[src/rtl/moddown_pkg.sv]
package moddown_pkg;

    typedef enum logic [1:0] {
        ST_IDLE = 2'd0,
        ST_RUN  = 2'd1,
        ST_HOLD = 2'd2
    } md_state_e;

    // control word bit positions (software visible)
    localparam int CTL_EN    = 0;
    localparam int CTL_PER   = 1;
    localparam int CTL_RSEL  = 2;
    localparam int CTL_FORCE = 3;

    localparam logic ADDR_CTRL  = 1'b0;
    localparam logic ADDR_COUNT = 1'b1;

endpackage

[src/rtl/moddown_prescaler.sv]
module moddown_prescaler #(
    parameter int DIV = 4
) (
    input  logic clk,
    input  logic rst,
    input  logic clr,
    input  logic run,
    output logic tick
);
    localparam int PW = (DIV > 1) ? $clog2(DIV) : 1;

    generate
        if (DIV > 1) begin : g_div
            localparam logic [PW-1:0] LAST = PW'(DIV - 1);
            logic [PW-1:0] pre_q;

            always_ff @(posedge clk) begin
                if (rst || clr || !run) begin
                    pre_q <= '0;
                end else if (pre_q == LAST) begin
                    pre_q <= '0;
                end else begin
                    pre_q <= pre_q + PW'(1);
                end
            end

            always_comb tick = run && (pre_q == LAST);

            // ticks are never back to back when dividing
            p_tick_gap_r9: assert property (@(posedge clk) disable iff (rst)
                tick |=> !tick);
        end else begin : g_pass
            always_comb tick = run;
        end
    endgenerate

endmodule

[src/rtl/moddown_regs.sv]
module moddown_regs
    import moddown_pkg::*;
#(
    parameter int CW = 16
) (
    input  logic          clk,
    input  logic          rst,
    input  logic          bus_wr,
    input  logic          bus_addr,
    input  logic [CW-1:0] bus_wdata,
    output logic          en_q,
    output logic          per_q,
    output logic          rsel_q,
    output logic [CW-1:0] load_q,
    output logic          start,
    output logic          stop,
    output logic          force_ld,
    output logic          cnt_wr
);
    logic ctrl_wr;

    always_comb begin
        ctrl_wr  = bus_wr && (bus_addr == ADDR_CTRL);
        cnt_wr   = bus_wr && (bus_addr == ADDR_COUNT);
        start    = ctrl_wr && bus_wdata[CTL_EN] && !en_q;
        stop     = ctrl_wr && !bus_wdata[CTL_EN] && en_q;
        force_ld = ctrl_wr && bus_wdata[CTL_FORCE] && bus_wdata[CTL_EN] && en_q;
    end

    always_ff @(posedge clk) begin
        if (rst) begin
            en_q   <= 1'b0;
            per_q  <= 1'b0;
            rsel_q <= 1'b0;
            load_q <= '0;
        end else begin
            if (ctrl_wr) begin
                en_q   <= bus_wdata[CTL_EN];
                per_q  <= bus_wdata[CTL_PER];
                rsel_q <= bus_wdata[CTL_RSEL];
            end
            if (cnt_wr) begin
                load_q <= bus_wdata;
            end
        end
    end

    // control fields and load value only move on a write
    p_ctl_stable_r12: assert property (@(posedge clk) disable iff (rst)
        !bus_wr |=> ($stable(en_q) && $stable(per_q) && $stable(rsel_q) && $stable(load_q)));

endmodule

[src/rtl/moddown_core.sv]
module moddown_core
    import moddown_pkg::*;
#(
    parameter int CW = 16
) (
    input  logic          clk,
    input  logic          rst,
    input  logic          en_q,
    input  logic          per_q,
    input  logic          start,
    input  logic          stop,
    input  logic          force_ld,
    input  logic          cnt_wr,
    input  logic [CW-1:0] wdata,
    input  logic [CW-1:0] load_q,
    input  logic          tick,
    output logic [CW-1:0] count_q,
    output logic          zero_pulse,
    output logic          run,
    output logic          pre_clr
);
    localparam logic [CW-1:0] DIS_VAL = CW'(8'hFF);
    localparam logic [CW-1:0] ONE     = CW'(1);

    md_state_e     state_q, state_d;
    logic [CW-1:0] count_d;
    logic          zp_d;
    logic          restart;
    logic [CW-1:0] restart_val;

    // state register
    always_ff @(posedge clk) begin
        if (rst) begin
            state_q <= ST_IDLE;
        end else begin
            state_q <= state_d;
        end
    end

    // next state and datapath outputs
    always_comb begin
        state_d     = state_q;
        count_d     = count_q;
        zp_d        = 1'b0;
        restart     = force_ld || (cnt_wr && en_q);
        restart_val = force_ld ? load_q : wdata;

        if (!en_q) begin
            count_d = DIS_VAL;
            state_d = start ? ST_RUN : ST_IDLE;
        end else if (stop) begin
            count_d = DIS_VAL;
            state_d = ST_IDLE;
        end else if (restart) begin
            count_d = restart_val;
            state_d = ST_RUN;
        end else begin
            unique case (state_q)
                ST_RUN: begin
                    if (tick) begin
                        if (count_q == '0) begin
                            if (per_q) begin
                                count_d = load_q;
                            end else begin
                                state_d = ST_HOLD;
                            end
                        end else begin
                            count_d = count_q - ONE;
                            if (count_q == ONE) begin
                                zp_d = 1'b1;
                                if (!per_q) begin
                                    state_d = ST_HOLD;
                                end
                            end
                        end
                    end
                end
                ST_HOLD: begin
                    count_d = count_q;
                end
                ST_IDLE: begin
                    state_d = ST_RUN;
                end
                default: begin
                    state_d = ST_IDLE;
                end
            endcase
        end

        run     = (state_q == ST_RUN);
        pre_clr = restart || stop || !en_q || (state_q != ST_RUN);
    end

    always_ff @(posedge clk) begin
        if (rst) begin
            count_q    <= '0;
            zero_pulse <= 1'b0;
        end else begin
            count_q    <= count_d;
            zero_pulse <= zp_d;
        end
    end

    // a finished one-shot sits at zero
    p_hold_zero_r1: assert property (@(posedge clk) disable iff (rst)
        (state_q == ST_HOLD && en_q) |-> (count_q == '0));

    // periodic wrap takes the load value
    p_wrap_load_r2: assert property (@(posedge clk) disable iff (rst)
        (state_q == ST_RUN && en_q && tick && !restart && !stop && per_q && count_q == '0)
        |=> (count_q == $past(load_q)));

    // force-load copies the load register
    p_force_copy_r4: assert property (@(posedge clk) disable iff (rst)
        force_ld |=> (count_q == $past(load_q)));

    // a disabled counter parks at 0x00FF
    p_park_ff_r7: assert property (@(posedge clk) disable iff (rst)
        !en_q |=> (count_q == DIS_VAL));

    // the pulse marks a zero count and lasts one cycle
    p_pulse_zero_r10: assert property (@(posedge clk) disable iff (rst)
        zero_pulse |-> (count_q == '0));
    p_pulse_short_r10: assert property (@(posedge clk) disable iff (rst)
        zero_pulse |=> !zero_pulse);

endmodule

[src/rtl/moddown_timer.sv]
module moddown_timer
    import moddown_pkg::*;
#(
    parameter int CW  = 16,
    parameter int DIV = 4
) (
    input  logic          clk,
    input  logic          rst,
    input  logic          bus_wr,
    input  logic          bus_addr,
    input  logic [CW-1:0] bus_wdata,
    output logic [CW-1:0] bus_rdata,
    output logic          zero_pulse
);
    logic          en_q, per_q, rsel_q;
    logic [CW-1:0] load_q, count_q;
    logic          start, stop, force_ld, cnt_wr;
    logic          tick, run, pre_clr;

    moddown_regs #(.CW(CW)) u_regs (
        .clk      (clk),
        .rst      (rst),
        .bus_wr   (bus_wr),
        .bus_addr (bus_addr),
        .bus_wdata(bus_wdata),
        .en_q     (en_q),
        .per_q    (per_q),
        .rsel_q   (rsel_q),
        .load_q   (load_q),
        .start    (start),
        .stop     (stop),
        .force_ld (force_ld),
        .cnt_wr   (cnt_wr)
    );

    moddown_prescaler #(.DIV(DIV)) u_pre (
        .clk (clk),
        .rst (rst),
        .clr (pre_clr),
        .run (run),
        .tick(tick)
    );

    moddown_core #(.CW(CW)) u_core (
        .clk       (clk),
        .rst       (rst),
        .en_q      (en_q),
        .per_q     (per_q),
        .start     (start),
        .stop      (stop),
        .force_ld  (force_ld),
        .cnt_wr    (cnt_wr),
        .wdata     (bus_wdata),
        .load_q    (load_q),
        .tick      (tick),
        .count_q   (count_q),
        .zero_pulse(zero_pulse),
        .run       (run),
        .pre_clr   (pre_clr)
    );

    // read mux
    always_comb begin
        bus_rdata = '0;
        if (bus_addr == ADDR_CTRL) begin
            bus_rdata[CTL_EN]   = en_q;
            bus_rdata[CTL_PER]  = per_q;
            bus_rdata[CTL_RSEL] = rsel_q;
        end else begin
            bus_rdata = rsel_q ? load_q : count_q;
        end
    end

endmodule

[config.mk]
export PLATFORM = sky130hd
export DESIGN_NAME = moddown_timer
export DESIGN_NICKNAME = d
export VERILOG_FILES = /design/src/rtl/moddown_pkg.sv /design/src/rtl/moddown_prescaler.sv /design/src/rtl/moddown_regs.sv /design/src/rtl/moddown_core.sv /design/src/rtl/moddown_timer.sv
export SDC_FILE = /design/constraint.sdc
export NUM_CORES = 1
export LEC_CHECK = 0
export ABC_AREA = 1
export BUFFER_PORTS_ARGS = -buffer_cell sky130_fd_sc_hd__buf_4
export CAP_MARGIN = 25
export CELL_PAD_IN_SITES_DETAIL_PLACEMENT = 1
export CELL_PAD_IN_SITES_GLOBAL_PLACEMENT = 2
export CORE_MARGIN = 2
export CORE_UTILIZATION = 33
export CTS_BUF_LIST = sky130_fd_sc_hd__clkbuf_16
export CTS_CLUSTER_SIZE = 20
export DETAILED_ROUTE_END_ITERATION = 16
export MAX_ROUTING_LAYER = met4
export PLACE_DENSITY = 0.92
export RECOVER_POWER = 100
export SLEW_MARGIN = 10
export SYNTH_ARGS = -nofsm -noshare
export SYNTH_HDL_FRONTEND = slang
export SYNTH_SLANG_ARGS = --single-unit
[constraint.sdc]
create_clock -name clk -period 2.66 [get_ports clk]
set_clock_uncertainty 0.15 [all_clocks]
set_input_delay 0.133 -clock clk [delete_from_list [all_inputs] [get_ports clk]]
set_output_delay 0.133 -clock clk [all_outputs]
set_load 0.05 [all_outputs]
==> summary.md <==
| Metric | Value |
|---|---|
| Crit path max-delay family | simple AND/OR/NAND/NOR gates |
| CP Depth | 9 |
| Slew Limit Fails | 0 |
| Mux share of post-synthesis cell area | 0% |
| Die X | a little under 100 um |
| Rows | 33 |
| Remaining Overflow, GRT | 0 |
| Main combinational cell family by area after synthesis | simple AND/OR/NAND/NOR gates |
| Logic gate share of total power | 21.1% |
| GRT Total Usage | 23.5% |
| Post-synthesis net count | 493 |
| H-tree Lvls | 2 |
| Routed Wire Length | 9870 um |
| Post-synth ARST share | 0% |
| Total CTS buffers | 5 |
| Pwr dens | between 400 and 500 nW/um2 |
| CTS tree | done |
| CP Cell Sequence | inv_1 -> ha_1 -> nand2_1 -> nor2_2 -> nand3_1 -> nand2_4 -> nand2_1 -> o21ai_0 -> nor2_1 |
| Mapped Area | roughly 2800 um2 |
| Clock sink total | 40 |
| Drt via density | 5.20 |
| Run status | finished clean |
| Sequential share of the synthesized area | 28.4% |
| Largest net degree at the start of global routing | 33 |
| Most common cell after layout, fill and taps aside | nand2_1 |
| CP required | approximately 2700 ps |
| Ys Warns | 0 |
| Min-delay worst type | primary input to register |
| Post-DP Area | around 3200 um2 |
| DRT Pass-1 Iters | 4 |
| Global-route wire length before repair | 16400 um |
| Die Height | 96.5 um |
| Design area | 3250 um2 |
| Vias in the first global route | 3183 |
| RSZ-0062 raised after global routing | no |
| Post-synth EDFFs | 0 |
| Peak fanout along the critical path | 12 |
| Worst-case clock buffer depth | 2 |
| Total core area | 8260 um2 |
| Post-Syn Instances | between 400 and 500 |
| FMAX | 0.428 GHz |
| Leakage Power | 0.00143 uW |
| Post-CTS setup buffer count | 0 |
| DP HPWL | 7420 um |
| Sequential share of power | 42.4% |
| First DRT Iteration DRCs | 199 |
| CP max-delay cell | nor2_2 |
| Slew @ Worst Pin | 887 ps |
| CTS resizes | 0 |
| Hold path cells | 3 |
| Proportion of layout cells with a drive suffix above 1 | 8.80% |
| Main synth FF type | dfxtp_1 |
| Synth Area in Adders | about 1.8% |
| Synthesis-stage register bit count | 40 |
| Minimum clock period | 2330 ps |
| CP Launch Type | register |
| Sw power | approximately 490 uW |
| Critical Path Sink Type | register |
| CP Buf/Inv Count | 1 |
| Sw Ratio | between 30% and 40% |
| Fillers | roughly 1200 |
| Initial antenna violation count | 0 |
| Clk_lat worst skew | approximately 280 ps |
| Most frequent cells in the layout | 91 x nand2_1, 67 x nor2_1, 56 x o21ai_0, 52 x inv_1, 52 x nand3_1 |
| Setup CP Type | register to register |
| IO Pins | 37 |
| Peak VDD IR | approximately 0.00027 V |
| Post-CTS Hold Buffers | 3 |
| Clk pwr share | 36.5% |
| Crit path DAT | 2350 ps |
| Top cell by count, worst path | nand2_1 |
| Inserted Diodes | 0 |
| R2R cell count | 9 |
| RD Place Congestion | 0.852 |
| Synth Area in XOR/XNOR | 0.310% |
| Synthesis-to-finish area growth | 15.2% |
| Final core area utilization | 39.4% |
| Slew HR | 40.8% |
| PortBufs | 36 |
| Crit path largest cell delay | ~430 ps |
| Mean Syn Cell Area | 6.02 um2 |
| Worst Hold Slack | 0.852 ps |
| Final period util | between 80% and 90% |
| Max Cap Viol | 0 |
| Clock root cell | clkbuf_16 |
| Initial Util | around 34% |
| ANT nets after route | 0 |
| Final Hold Vio Count | 0 |
| Setup violations, final | 0 |
| Routed len/inst | 16.3 um |
| Area fraction in and, or, nand and nor cells after synthesis | a little under two fifths |
| Post-synthesis compound-gate area fraction | 21.7% |
| Drt drc | 0 |
| Library cells used by synthesis | 31 |
| Nets@finish | roughly 520 |
| Die area | 9310 um2 |
| Setup TNS | 0 ps |
| Routed vias | roughly 3100 |
| Clock transition at the registers of the reported paths | 60 ps |
| Int Power | 1060 uW |
## cells by family (layout without fill, tap and decap cells)
| logic type | Yosys count | after routing |
|---|---|---|
| and+or+nand+nor | 232 | 232 |
| AOI/OAI and AO/OA | 118 | 118 |
| buffers and inverters | 74 | 105 |
| DFF | 40 | 40 |
| adders and majority gates | 4 | 4 |
| xor gates and xnor gates | 1 | 1 |
## cell usage after synthesis, types with 5 or more instances
| cell type | n | share of area, % |
|---|---|---|
| o21ai_1 | 5 | 0.89 |
| dfxtp_1 | 40 | 28 |
| o211ai_1 | 6 | 1.6 |
| nor2_1 | 66 | 8.8 |
| nand3_1 | 52 | 9.2 |
| buf_2 | 9 | 1.6 |
| o21ai_0 | 56 | 9.9 |
| clkbuf_1 | 9 | 1.2 |
| nand2_1 | 90 | 12 |
| inv_1 | 52 | 6.9 |
| a21oi_1 | 47 | 8.3 |
## state kept, by name (all words and copies together) (netlist names)
register,cells
u_core.count_q,16
u_core.state_q,2
u_core.zero_pulse,1
u_pre.g_div.pre_q,2
u_regs.en_q,1
u_regs.load_q,16
u_regs.per_q,1
u_regs.rsel_q,1
## path summary, 6_finish.rpt
path	startpoint	slack (ps)	end
worst max-delay path	u_core.count_q[0]	330	u_core.count_q[0]
worst max register to register	u_core.count_q[0]	330	u_core.count_q[0]
worst min register to register	u_pre.g_div.pre_q[0]	290	u_pre.g_div.pre_q[0]
worst min-delay path	bus_wdata[6]	0.9	u_regs.load_q[6]
## cell type report
class,count,area (um2),share of cell area (%)
multi-input cells,355,1720,52.8
clock inverters,2,7.51,0.231
flip-flops and latches,40,801,24.6
repair buffers,44,268,8.24
well taps,105,131,4.04
inverters,54,203,6.24
clock buffers,5,125,3.85
## routing by layer
metal / GRT usage, % / wire, um / up-vias / share of wire (%)
li1: - / - / 1600 / -
met1: 33.1 / 4770 / 1488 / 48
met2: 36.3 / 4530 / 50 / 46
met3: 2.56 / 475 / 7 / 4.8
met4: 5.05 / 91 / 0 / 0.92
met5: - / 0 / - / 0
## power by group through the flow
stage	clock network, uW	registers, uW	logic, uW
2_1_floorplan	0	658	231
5_1_grt	609	662	365
4_1_cts	585	657	344
3_3_place_gp	0	669	332
3_5_place_dp	0	671	339
6_report	567	658	328
## stage by stage
step	setup WS, ps	power, uW	cells
2_1_floorplan	645	888	469
3_3_place_gp	529	1000	595
3_5_place_dp	427	1010	595
4_1_cts	372	1590	605
5_1_grt	132	1640	605
6_report	326	1550	605
## tightest hold or removal path: stages
cell and delay [ps]:
buf_4 90, o21ai_0 70, a21oi_1 100
Note: power is estimated with default switching activity, not from simulation.
